<file path="src/rtl/qdb_pkg.sv">
package qdb_pkg;
  // words of 64 bits per instruction
  localparam int INST_WORDS = 8;
  // width of the miscellaneous status vector and the overflow position in it
  localparam int IVEC_W  = 7;
  localparam int OVF_POS = 1;
endpackage

</file>
<file path="src/rtl/qdb_counter.sv">
module qdb_counter #(
  parameter int CNT_W = 20,
  parameter int STEP  = 8
) (
  input  logic             clk,
  input  logic             rst,
  input  logic             add_en,
  input  logic [CNT_W-1:0] add_val,
  input  logic             take,
  output logic [CNT_W-1:0] cnt_q,
  output logic [CNT_W-1:0] cnt_d,
  output logic             wrap
);
  localparam logic [CNT_W-1:0] STEP_V = CNT_W'(STEP);

  logic [CNT_W:0] sum;

  always_comb begin
    sum   = {1'b0, cnt_q} + {1'b0, (add_en ? add_val : '0)};
    wrap  = sum[CNT_W];
    cnt_d = sum[CNT_W-1:0] - (take ? STEP_V : '0);
  end

  always_ff @(posedge clk) begin
    if (rst) cnt_q <= '0;
    else     cnt_q <= cnt_d;
  end
endmodule

</file>
<file path="src/rtl/qdb_ptr.sv">
module qdb_ptr #(
  parameter int PTR_W = 43
) (
  input  logic             clk,
  input  logic             rst,
  input  logic             load,
  input  logic [PTR_W-1:0] load_val,
  input  logic             step,
  output logic [PTR_W-1:0] ptr_q
);
  always_ff @(posedge clk) begin
    if (rst)       ptr_q <= '0;
    else if (load) ptr_q <= load_val;
    else if (step) ptr_q <= ptr_q + PTR_W'(1);
  end
endmodule

</file>
<file path="src/rtl/qdb_flag.sv">
module qdb_flag (
  input  logic clk,
  input  logic rst,
  input  logic set_evt,
  input  logic w1c,
  input  logic ena_set,
  input  logic ena_clr,
  output logic flag_q,
  output logic ena_q,
  output logic irq_q
);
  logic flag_d, ena_d;

  always_comb begin
    flag_d = set_evt | (flag_q & ~w1c);
    ena_d  = ena_set | (ena_q & ~ena_clr);
  end

  always_ff @(posedge clk) begin
    if (rst) begin
      flag_q <= 1'b0;
      ena_q  <= 1'b0;
      irq_q  <= 1'b0;
    end else begin
      flag_q <= flag_d;
      ena_q  <= ena_d;
      irq_q  <= flag_d & ena_d;
    end
  end
endmodule

</file>
<file path="src/rtl/qdb_fetch.sv">
module qdb_fetch
  import qdb_pkg::*;
#(
  parameter int CNT_W = 20,
  parameter int AW    = 49,
  parameter int ALIGN = 6,
  localparam int PTR_W = AW - ALIGN
) (
  input  logic              clk,
  input  logic              rst,
  input  logic              db_wr,
  input  logic [CNT_W-1:0]  db_val,
  input  logic              q_en,
  input  logic              base_wr,
  input  logic [PTR_W-1:0]  base_ptr,
  input  logic              fetch_ack,
  input  logic              ovf_clr,
  input  logic              ovf_ena_set,
  input  logic              ovf_ena_clr,
  output logic              fetch_req,
  output logic [AW-1:0]     fetch_addr,
  output logic [CNT_W-1:0]  pend_cnt,
  output logic [PTR_W-1:0]  next_ptr,
  output logic [IVEC_W-1:0] irq_vec,
  output logic              ovf_ena,
  output logic              irq
);
  localparam logic [CNT_W-1:0] STEP_V = CNT_W'(INST_WORDS);

  logic             take;
  logic             wrap;
  logic             flag;
  logic [CNT_W-1:0] cnt_d;
  logic             req_q;

  assign take = req_q & fetch_ack;

  qdb_counter #(.CNT_W(CNT_W), .STEP(INST_WORDS)) u_cnt (
    .clk(clk), .rst(rst), .add_en(db_wr), .add_val(db_val), .take(take),
    .cnt_q(pend_cnt), .cnt_d(cnt_d), .wrap(wrap)
  );

  qdb_ptr #(.PTR_W(PTR_W)) u_ptr (
    .clk(clk), .rst(rst), .load(base_wr), .load_val(base_ptr), .step(take),
    .ptr_q(next_ptr)
  );

  qdb_flag u_flag (
    .clk(clk), .rst(rst), .set_evt(wrap), .w1c(ovf_clr),
    .ena_set(ovf_ena_set), .ena_clr(ovf_ena_clr),
    .flag_q(flag), .ena_q(ovf_ena), .irq_q(irq)
  );

  always_ff @(posedge clk) begin
    if (rst) req_q <= 1'b0;
    else     req_q <= q_en & (cnt_d >= STEP_V);
  end

  assign fetch_req  = req_q;
  assign fetch_addr = {next_ptr, {ALIGN{1'b0}}};

  always_comb begin
    irq_vec          = '0;
    irq_vec[OVF_POS] = flag;
  end
endmodule

</file>
<file path="config.mk">
export PLATFORM = sky130hd
export DESIGN_NAME = qdb_fetch
export DESIGN_NICKNAME = d
export VERILOG_FILES = /design/src/rtl/qdb_pkg.sv /design/src/rtl/qdb_counter.sv /design/src/rtl/qdb_ptr.sv /design/src/rtl/qdb_flag.sv /design/src/rtl/qdb_fetch.sv
export SDC_FILE = /design/constraint.sdc
export NUM_CORES = 1
export LEC_CHECK = 0
export CAP_MARGIN = 20
export CELL_PAD_IN_SITES_DETAIL_PLACEMENT = 1
export CELL_PAD_IN_SITES_GLOBAL_PLACEMENT = 1
export CORE_MARGIN = 2
export CORE_UTILIZATION = 25
export CTS_BUF_LIST = sky130_fd_sc_hd__clkbuf_16
export CTS_CLUSTER_DIAMETER = 100
export DETAILED_ROUTE_END_ITERATION = 8
export HOLD_SLACK_MARGIN = 0.06
export PLACE_DENSITY = 0.63
export SYNTH_ARGS = -nofsm -noshare
export SYNTH_HDL_FRONTEND = slang
export SYNTH_HIERARCHICAL = 1
export SYNTH_SLANG_ARGS = --single-unit
</file>
<file path="constraint.sdc">
create_clock -name clk -period 5.33 [get_ports clk]
set_input_delay 1.3325 -clock clk [delete_from_list [all_inputs] [get_ports clk]]
set_output_delay 1.3325 -clock clk [all_outputs]
set_load 0.01 [all_outputs]
</file>
### Word-level counts from Yosys, hierarchy flattened

Index checks and enable logic that the tools add are counted.

* multiplexer cells: 4
* order comparisons: 1
* divide/modulo/power cells: 0
* multiply operators: 0
* bitwise gates (word level): 9
* shifts and indexed selects: 0
* reduce and logical (&&, ||, !) cells: 1
* equality and inequality tests: 0
* add/sub/neg operators: 3

Operator list (number)
* 2-to-1 mux 43 bit: 2
* adder 43 x 1 -> 43 bit (second input constant): 1
* adder 20 x 20 -> 21 bit: 1
* >= comparator 20 x 4 -> 1 bit (second input constant): 1
* 2-to-1 mux 20 bit: 1
* subtractor 20 bit: 1
* bitwise AND 1 bit: 5
* 2-to-1 mux 4 bit: 1
* inverter 1 bit: 2
* OR 1 bit: 2
* nonzero test 2 bit: 1

* memory bits (read-only): 0
* bits in latches: 0
* bits in writable memories: 0
* input port bits: 72
* flip-flop bits (word level): 67
* word-level logic and storage cells: 24
* output and inout bits: 122
* memories: 0

### Logic depth before layout (Yosys ltp)

* depth after elaboration: 5
* depth in mapped cells: 17
* depth with buffers taken out: 16

### By module

The synthesis kept the hierarchy.

By module, submodules not included
* qdb_ptr: instances 1, cells an instance 299, area each 2388.5 um2, sequential area each 860.8 um2
* qdb_counter: instances 1, cells an instance 287, area each 2275.9 um2, sequential area each 400.4 um2
* qdb_fetch: instances 1, cells an instance 66, area each 515.5 um2, sequential area each 20.0 um2
* qdb_flag: instances 1, cells an instance 10, area each 105.1 um2, sequential area each 60.1 um2

### Worst setup path after synthesis

No wires, ideal clock.

* path type: input to register
* from: in db_wr
* to: reg req_q, in the netlist fetch_req
* path buffers: 1
* arrival time: 4661 ps
* stages on the path: 16
* data required time: 5205 ps
* setup slack: 544 ps
* setup time: 125 ps
* cells stage by stage: clkbuf_1 -> and2_1 -> ha_1 -> inv_1 -> fa_1 -> nand2b_1 -> a21oi_1 -> o21ai_2 -> xor2_1 -> o211ai_1 -> nor4_4 -> nand3_1 -> xnor2_1 -> nor4_2 -> nand4_1 -> o41a_1

* longest elaborated chain between the ends: 5

Ends and longest elaborated chain
* start: declaration: line qdb_fetch.sv:11 `input logic db_wr,`
* 2-to-1 mux 20 bit: line qdb_counter.sv:19 `sum = {1'b0, cnt_q} + {1'b0, (add_en ? add_val : '0)};`
* adder 20 x 20 -> 21 bit: line qdb_counter.sv:19
* subtractor 20 bit: line qdb_counter.sv:21 `cnt_d = sum[CNT_W-1:0] - (take ? STEP_V : '0);`
* via cnt_d[19]: line qdb_fetch.sv:33 `logic [CNT_W-1:0] cnt_d;`
* >= comparator 20 x 4 -> 1 bit: line qdb_fetch.sv:56 `else req_q <= q_en & (cnt_d >= STEP_V);`
* bitwise AND 1 bit: line qdb_fetch.sv:56
* end signal: assignment: line qdb_fetch.sv:56
* end: declaration: line qdb_fetch.sv:34 `logic req_q;`

The timed path passes the listed nets, and every way through them passes these cells.
A chain may end at the register's enable or synchronous reset.

### Worst setup path in the final report

Same ends and word-level chain as after synthesis.

==> impl_metrics.yaml <==
final_layout:
  final_util_pct: 35.2
  final_nets: 895
  nFillCells: 2514
  syn_to_final_growth_pct: 39.4
  layout-drive-gt1-share_pct: 7.96
  final_cells: 1079
  insertedDiodeCount: 0
sta:
  max_freq_ghz: 0.201
  hold_viol_final: 0
  period_needed_ns: 4.98
  setup_ws_ns: 0.346
  finalClockSkew_ns: 0.00944
  setup_viol: 0
  final_max_slew_viol_count: 0
  slew_headroom_pct: 57.2
  worst_pin_slew_ns: 0.639
  rsz0062_at_grt: "false"
  period_share_pct: 93.5
  tns_ns: 0
placement:
  dp_hpwl_mm: 14.2
  gp_congestion: 0.826
  post-place-cells: 1062
  port_buffers: 181
  pre_cts_ws_ns: -0.0196
worst_setup_path:
  reg2reg_to: "fetch_req"
  regToRegSetupSlack_ns: 1.65
  start_kind: "input port"
  reg2reg_from: "u_cnt/cnt_q[0]"
  crit_chain: "clkdlybuf4s50_1, and2_1, ha_1, inv_1, fa_1, nand2b_1, a21oi_1, o21ai_2, xor2_1, o211ai_1, nor4_4, nand3_1, xnor2_1, nor4_2, nand4_1, o41a_1"
  crit_type: "in2reg"
  cp-end-kind: "flop"
  crit_fanout: 5
  crit_required_ns: 5.56
  cp_slowest_cell: "clkdlybuf4s50_1"
  cp.arrival_ns: 5.22
  slowest_delay_ns: 0.54
  reg2reg_depth: 14
clock_tree:
  cts_tree: "done"
  cts_setup_buffers: 0
  clk_pin_slew_worst_paths_ns: 0.06
  clk-insertion-delay-late_ns: 0.35
  postCtsHoldBufs: 0
  cts_resized: 0
  cts.sinks: 67
  cts_max_level: 3
  cts_made_buffers: 9
  clock-root-buffer: "clkbuf_16"
  clock_path_buffers: 2
hold_path:
  worstHoldEndpoint: "u_flag/irq_q"
  holdCritStartpoint: "u_flag/ena_q"
  hold_depth: 2
  min_path_type: "reg2reg"
routing:
  wl_met3_um: 818
  highest_layer: "met4"
  drt-met1-wl_mm: 8.82
  drt_pass1_iterations: 4
  wl_per_cell_um: 17.0
  dr_wl_met2_mm: 8.32
  drcViolationCount: 0
  num_vias: 5237
  drt_iter0_markers: 188
  antenna_left: 0
  drt_wl_total_mm: 18.3
  viasPerCell: 4.85
grt:
  antenna_found_initial: 0
  grt_pass1_vias: 5166
  grt_pass1_wl_mm: 28.9
  grt.total_usage_pct: 16.5
  grt_max_degree: 65
  gr-total-overflow: 0
synth:
  ys_warn_count: 6
  postSynthAreaPerCell_sq_um: 7.99
  netlist_area_sq_um: 5280
  postSynthCellCount: 661
power_and_ir_drop:
  ir_drop_mv: 0.129
  cellLeakagePower_nw: 2.71
  fin_total_pwr_mw: 1.90
  power_density_nw_per_um2: 258
floorplan:
  io_pins: 194
  num_rows: 53
  start_util_pct: 25.3
  die_w_um: 149
  coreArea_sq_um: 20900
  dieArea_sq_um: 22300
  die_h_um: 149
run:
  maxCapViolCount: 0
status:
  status: "complete, no violations"
-- layout by cell type (no fill, tap or decap), types with 12 or more instances in the layout --
cell type        count
nand2_1             28
nand4_1             18
conb_1              12
nand3_1             20
dfxtp_1             67
a211oi_1            19
buf_4               18
a21oi_1             25
xnor2_1             29
and2_1              36
clkdlybuf4s50_1    180
o21ai_0             25
inv_1               19
a311oi_1            12
ha_1                23
nor3_1              15
xor2_1              17
nor2_1              75
-- registers in the layout (all words and copies together), names as in the netlist --
register       flops
u_cnt/cnt_q       20
fetch_req          1
u_flag/ena_q       1
u_flag/irq_q       1
u_flag/flag_q      1
u_ptr/ptr_q       43
-- metal layers --
metal,vias to the layer above,GRT usage [%]
li1,2601,-
met1,2493,22.4
met2,120,26.1
met3,23,3.06
met4,0,5.76
met5,-,0
-- final cells by class --
type / instances / area, sq um / share of cell area [%]
clock inverter: 7 / 52.6 / 0.714
clock buffer: 9 / 225 / 3.06
tap: 275 / 344 / 4.67
inverter: 20 / 75.1 / 1.02
sequential: 67 / 1340 / 18.2
timing repair buffer: 200 / 1960 / 26.7
multi-input combinational: 501 / 3360 / 45.7
-- critical path: cells and delay by family --
family | cells | cell delay [ns]
xor+xnor | 2 | 0.38
simple gates | 6 | 1.30
buf+inv | 2 | 0.60
compound gates | 4 | 1.03
fa+ha+maj | 2 | 0.55
-- metrics by stage --
step	hold WS [ns]	instance area, sq um
5_1_grt	0.572	7360
6_report	0.529	7360
3_3_place_gp	0.514	7060
3_5_place_dp	0.512	7060
2_1_floorplan	0.490	5320
4_1_cts	0.530	7340
-- worst max-delay path by stage --
stage / startpoint / end / slack (ns) / cells after the start
3_3_place_gp: db_wr / fetch_req / 0.15 / 16
4_1_cts: db_wr / fetch_req / 0.35 / 16
3_5_place_dp: db_wr / fetch_req / -0.02 / 16
6_report: db_wr / fetch_req / 0.35 / 16
2_1_floorplan: db_wr / fetch_req / 0.54 / 16
5_1_grt: db_wr / fetch_req / 0.05 / 16
-- power by group --
group / internal (mW) / leakage, nW / switching, mW
registers: 0.550 / 0.555 / 0.0569
clock network: 0.317 / 0.126 / 0.264
logic: 0.350 / 2.03 / 0.360
Note: power is estimated with default switching activity, not from simulation.
